<file path="src/rtl/cmd_buf_pkg.sv">
package cmd_buf_pkg;
  typedef enum logic [1:0] {
    MODE_WIDE  = 2'd0,
    MODE_FAN_A = 2'd1,
    MODE_FAN_B = 2'd2
  } buf_mode_e;

  function automatic buf_mode_e mode_of(input logic fanout, input logic alt);
    if (!fanout) return MODE_WIDE;
    return alt ? MODE_FAN_B : MODE_FAN_A;
  endfunction
endpackage

</file>
<file path="src/rtl/cmd_mode_decode.sv">
module cmd_mode_decode
  import cmd_buf_pkg::*;
#(
  parameter int unsigned NUM_D = 25,
  parameter logic [NUM_D-1:0] MASK_WIDE  = 25'h1FFFFB6,
  parameter logic [NUM_D-1:0] MASK_FAN_A = 25'h0003FB6,
  parameter logic [NUM_D-1:0] MASK_FAN_B = 25'h0001BBF
) (
  input  logic             cfg_fanout_i,
  input  logic             cfg_alt_i,
  output logic [NUM_D-1:0] mask_o,
  output logic             dual_o
);
  buf_mode_e mode;

  always_comb begin
    mode = mode_of(cfg_fanout_i, cfg_alt_i);
    unique case (mode)
      MODE_FAN_A: mask_o = MASK_FAN_A;
      MODE_FAN_B: mask_o = MASK_FAN_B;
      default:    mask_o = MASK_WIDE;
    endcase
    dual_o = (mode != MODE_WIDE);
  end
endmodule

</file>
<file path="src/rtl/cmd_data_reg.sv">
module cmd_data_reg #(
  parameter int unsigned NUM_D = 25
) (
  input  logic             clk_i,
  input  logic             rst_ni,
  input  logic [NUM_D-1:0] d_i,
  input  logic [NUM_D-1:0] mask_i,
  input  logic             dcs_ni,
  input  logic             csr_ni,
  output logic [NUM_D-1:0] q_o
);
  logic load;
  assign load = ~(dcs_ni & csr_ni);

  for (genvar k = 0; k < NUM_D; k++) begin : g_bit
    always_ff @(posedge clk_i or negedge rst_ni) begin
      if (!rst_ni)   q_o[k] <= 1'b0;
      else if (load) q_o[k] <= d_i[k] & mask_i[k];
    end
  end

  AST_HOLD_DESEL: assert property (@(posedge clk_i) disable iff (!rst_ni)
    (dcs_ni && csr_ni) |=> $stable(q_o));
  AST_LOAD_SEL: assert property (@(posedge clk_i) disable iff (!rst_ni)
    !(dcs_ni && csr_ni) |=> (q_o == $past(d_i & mask_i)));
  AST_UNUSED_ZERO: assert property (@(posedge clk_i) disable iff (!rst_ni)
    (q_o & ~mask_i) == '0);
endmodule

</file>
<file path="src/rtl/cmd_ctrl_reg.sv">
module cmd_ctrl_reg (
  input  logic clk_i,
  input  logic rst_ni,
  input  logic cke_i,
  input  logic odt_i,
  input  logic dcs_ni,
  output logic cke_o,
  output logic odt_o,
  output logic cs_no
);
  // Never gated by the select inputs.
  always_ff @(posedge clk_i or negedge rst_ni) begin
    if (!rst_ni) begin
      cke_o <= 1'b0;
      odt_o <= 1'b0;
      cs_no <= 1'b0;
    end else begin
      cke_o <= cke_i;
      odt_o <= odt_i;
      cs_no <= dcs_ni;
    end
  end

  AST_CKE_ODT_TRACK: assert property (@(posedge clk_i) disable iff (!rst_ni)
    1'b1 |=> (cke_o == $past(cke_i)) && (odt_o == $past(odt_i)));
  AST_CS_TRACK: assert property (@(posedge clk_i) disable iff (!rst_ni)
    1'b1 |=> (cs_no == $past(dcs_ni)));
endmodule

</file>
<file path="src/rtl/cmd_buf_top.sv">
module cmd_buf_top #(
  parameter int unsigned NUM_D = 25
) (
  input  logic             clk_i,
  input  logic             rst_ni,
  input  logic             cfg_fanout_i,
  input  logic             cfg_alt_i,
  input  logic [NUM_D-1:0] d_i,
  input  logic             cke_i,
  input  logic             odt_i,
  input  logic             dcs_ni,
  input  logic             csr_ni,
  output logic [NUM_D-1:0] q_a_o,
  output logic [NUM_D-1:0] q_b_o,
  output logic             cke_a_o,
  output logic             cke_b_o,
  output logic             odt_a_o,
  output logic             odt_b_o,
  output logic             cs_a_no,
  output logic             cs_b_no
);
  logic [NUM_D-1:0] mask;
  logic             dual;
  logic             cke_q, odt_q, cs_q;

  cmd_mode_decode #(.NUM_D(NUM_D)) u_decode (
    .cfg_fanout_i (cfg_fanout_i),
    .cfg_alt_i    (cfg_alt_i),
    .mask_o       (mask),
    .dual_o       (dual)
  );

  cmd_data_reg #(.NUM_D(NUM_D)) u_data (
    .clk_i  (clk_i),
    .rst_ni (rst_ni),
    .d_i    (d_i),
    .mask_i (mask),
    .dcs_ni (dcs_ni),
    .csr_ni (csr_ni),
    .q_o    (q_a_o)
  );

  cmd_ctrl_reg u_ctrl (
    .clk_i  (clk_i),
    .rst_ni (rst_ni),
    .cke_i  (cke_i),
    .odt_i  (odt_i),
    .dcs_ni (dcs_ni),
    .cke_o  (cke_q),
    .odt_o  (odt_q),
    .cs_no  (cs_q)
  );

  assign cke_a_o = cke_q;
  assign odt_a_o = odt_q;
  assign cs_a_no = cs_q;
  // B copies only exist in fan-out mode.
  assign q_b_o   = dual ? q_a_o : '0;
  assign cke_b_o = dual & cke_q;
  assign odt_b_o = dual & odt_q;
  assign cs_b_no = dual & cs_q;

  AST_B_MIRROR: assert property (@(posedge clk_i) disable iff (!rst_ni)
    cfg_fanout_i |-> (q_b_o == q_a_o) && (cs_b_no == cs_a_no));
  AST_B_OFF_WIDE: assert property (@(posedge clk_i) disable iff (!rst_ni)
    !cfg_fanout_i |-> (q_b_o == '0) && !cke_b_o && !odt_b_o && !cs_b_no);
  AST_RESET_LOW: assert property (@(posedge clk_i)
    !rst_ni |-> (q_a_o == '0) && (q_b_o == '0) && !cke_a_o && !odt_a_o && !cs_a_no);
endmodule

</file>
<file path="config.mk">
export PLATFORM = sky130hd
export DESIGN_NAME = cmd_buf_top
export DESIGN_NICKNAME = d
export VERILOG_FILES = /design/src/rtl/cmd_buf_pkg.sv /design/src/rtl/cmd_mode_decode.sv /design/src/rtl/cmd_data_reg.sv /design/src/rtl/cmd_ctrl_reg.sv /design/src/rtl/cmd_buf_top.sv
export SDC_FILE = /design/constraint.sdc
export NUM_CORES = 1
export LEC_CHECK = 0
export BUFFER_PORTS_ARGS = -buffer_cell sky130_fd_sc_hd__buf_2
export CELL_PAD_IN_SITES_DETAIL_PLACEMENT = 1
export CELL_PAD_IN_SITES_GLOBAL_PLACEMENT = 1
export CORE_MARGIN = 2
export CORE_UTILIZATION = 29
export CTS_CLUSTER_SIZE = 10
export DETAILED_ROUTE_END_ITERATION = 8
export GPL_TIMING_DRIVEN = 0
export PLACE_DENSITY = 0.76
export SLEW_MARGIN = 20
export SYNTH_ARGS = -nofsm -noshare
export SYNTH_HDL_FRONTEND = slang
export SYNTH_SLANG_ARGS = --single-unit
</file>
<file path="constraint.sdc">
create_clock -name clk_i -period 1.3 [get_ports clk_i]
set_input_delay 0.195 -clock clk_i [delete_from_list [all_inputs] [get_ports clk_i]]
set_output_delay 0.195 -clock clk_i [all_outputs]
set_load 0.1 [all_outputs]
</file>
==> results.toml <==
[run]
max-cap-violations = 0

[finish]
layout_commonest_cell = "buf_4"
n_fill_cell = 424
antennaDiodeCount = 0
fin_util = 0.6367
area_delta_synth_final_pct = 109.5
drive_above_1_share = 0.8287
fin_nets = 251
design_area_um2 = 2791
layout_common_cells = "32 x buf_4, 30 x buf_12, 30 x buf_2"

[critical_path]
cp.required_ns = 1.11
critical_path_arrival_ns = 1.16
critPathKind = "in2out"
worst-path-max-fanout = 10
r2r-end = "u_data.q_o[9]"
r2r-start = "u_data.q_o[9]"
r2r_setup_slack_ns = 0.42
worstRegToRegCells = 1
setup.worst_path.end_class = "primary output"
start_kind = "input pin"

[sta]
rsz0062_at_grt = "yes"
relSlewSlack = 0.5715
setup_violations = 24
period_needed_ns = 1.351
hold_ws_ns = 0.02290
clock_skew_ns = 0
report.final.hold_viol_count = 0
max_slew.worst_pin.slew_ns = 0.6427
period_share = 1.039
timing.final.ws_setup_ns = -0.05052
fmax_mhz = 740.5
fin_tns_setup_ns = -0.6768
maxSlewViolCount = 0

[detailed_routing]
wirelength_um = 4802
viasPerCell = 4.761
drt_iter0_markers = 24
drc = 0
first_pass_iters = 4
num_vias = 1276
post_drt_wl_per_cell_um = 17.92
ant_nets = 0

[clock_network]
clkSlewWorstSetupHoldPaths_ns = 0.10
cts_tree = "yes"
cts.sinks = 27
htree_levels = 1
cts_inserted_buffers = 3
clk_latency_ns = 0.27
root_buffer = "clkbuf_8"
clockBufferDepth = 2

[power_and_ir_drop]
clock_power_share = 0.147
power_frac_comb = 0.552
cellLeakagePower_uw = 0.001230
p_int_uw = 1757
netSwitchingPower_uw = 1636
cellPowerDensity_nw_per_um2 = 1215
p_sw_frac = 0.4821
p_seq_frac = 0.301
ir_drop_mv = 0.5284

[floorplanning]
ios = 89
start_util = 0.3039
die_y_um = 71.79
dieArea_um2 = 5153
core-area_um2 = 4384
fp.dieW_um = 71.79
num_rows = 24

[min_path]
whs_endpoint = "u_ctrl.odt_o"
hold_path_class = "in2reg"
min_path_cells = 1
worstHoldStart = "odt_i"

[status]
violations = "setup timing"
status = "complete, but fails checks"

[placement]
gp_congestion = 0.7470
hpwl_um = 3194
portBuffers = 84
place_area_um2 = 2176

[logic_synthesis]
yosysWarnings = 0
synthesis.area_um2 = 1333
ys_seq_elements = 27
syn-mean-instance-area_um2 = 11.01
ys_seq_area_frac = 0.5070
syn-instance-count = 121
yosysUniqueCellTypes = 18

[global_routing]
grt_max_degree = 28
antenna_found_initial = 0
grt_pass1_wl_um = 7810
grt_usage = 0.1953
grt_pass1_vias = 1457
overflow = 0
-- through the flow --
step | instances | power [µW] | worst slack (ns)
6_report | 268 | 3393 | -0.05052
2_1_floorplan | 122 | 2355 | -0.1356
5_1_grt | 268 | 3506 | -0.08043
3_3_place_gp | 258 | 2576 | -0.3383
4_1_cts | 268 | 3397 | -0.04286
3_5_place_dp | 258 | 2604 | -0.3842
-- power by group through the flow --
stage	logic [µW]	registers, µW	clock network (µW)
after floorplan	782	1570	0
after global placement	1550	1030	0
after detailed placement	1570	1030	0
after CTS	1870	1020	508
after global routing	1930	1040	541
final	1870	1020	499
-- routing by layer --
layer	GRT usage	routed length [µm]
met5	0	0
met4	0.02935	10
met3	0.03657	325
met2	0.3508	2543
met1	0.2487	1923
-- kinds of logic after synthesis --
group / share of synthesized area
buffers and inverters: 0.05164
AO/OA/AOI/OAI: 0.09577
AND/OR/NAND/NOR: 0.2573
other: 0.002814
multiplexers: 0.07606
flip-flops: 0.5070
adder cells (fa/ha/maj): 0.009388
-- how the worst max path moves through the flow --
stage	from	to	slack, ns	depth (start not counted)
3_5_place_dp	cfg_fanout_i	q_b_o[16]	-0.38	6
2_1_floorplan	cfg_alt_i	q_b_o[10]	-0.14	4
4_1_cts	cfg_alt_i	q_b_o[11]	-0.04	6
3_3_place_gp	cfg_alt_i	q_b_o[20]	-0.34	6
5_1_grt	cfg_alt_i	q_b_o[10]	-0.08	6
6_report	cfg_alt_i	q_b_o[9]	-0.05	6
-- synthesized netlist by cell type --
cell | count | area [µm²]
nand2b_1 | 12 | 75.07
ha_1 | 1 | 12.51
a22oi_1 | 1 | 7.510
o21ai_0 | 3 | 15.01
nand3_1 | 15 | 75.07
nor2b_1 | 27 | 168.9
nand2_1 | 1 | 3.750
buf_6 | 2 | 22.52
buf_2 | 4 | 20.02
buf_4 | 3 | 22.52
dfrtp_1 | 27 | 675.7
clkbuf_1 | 1 | 3.750
mux2_2 | 9 | 101.4
a22o_1 | 2 | 17.52
and2_4 | 1 | 8.760
nand2_4 | 1 | 11.26
conb_1 | 1 | 3.750
o21ai_2 | 10 | 87.58
-- timing repair --
item / in CTS / in global routing
endpoints found under the hold margin: 27 / 0
setup buffers: 4 / 0
resized for setup: 138 / 3
gates cloned: 1 / 0
endpoints found under the setup margin: 54 / 28
hold buffers: 1 / 0
pin swaps: 1 / 0
-- flip-flops by register name, indices dropped and copies added, names as in the netlist --
signal	flops
u_ctrl.odt_o	1
u_ctrl.cs_no	1
u_ctrl.cke_o	1
u_data.q_o	24
-- layout make-up --
cell class                 instances  area (µm²)  share of cell area
timing repair buffer              90       989.7              0.3545
clock inverter                     1       5.005            0.001793
tap                               52       65.06             0.02331
buffer                            10       98.84             0.03541
multi-input combinational         85       814.5              0.2918
clock buffer                       3       41.29             0.01479
sequential                        27       777.0              0.2784
-- worst max-delay path, cell delays in order --
cell and delay [ns]:
buf_8 0.10, nand2b_4 0.14, ha_4 0.21, buf_12 0.18, nor2b_4 0.14, buf_12 0.18
Power figures use the tool's default switching activity.
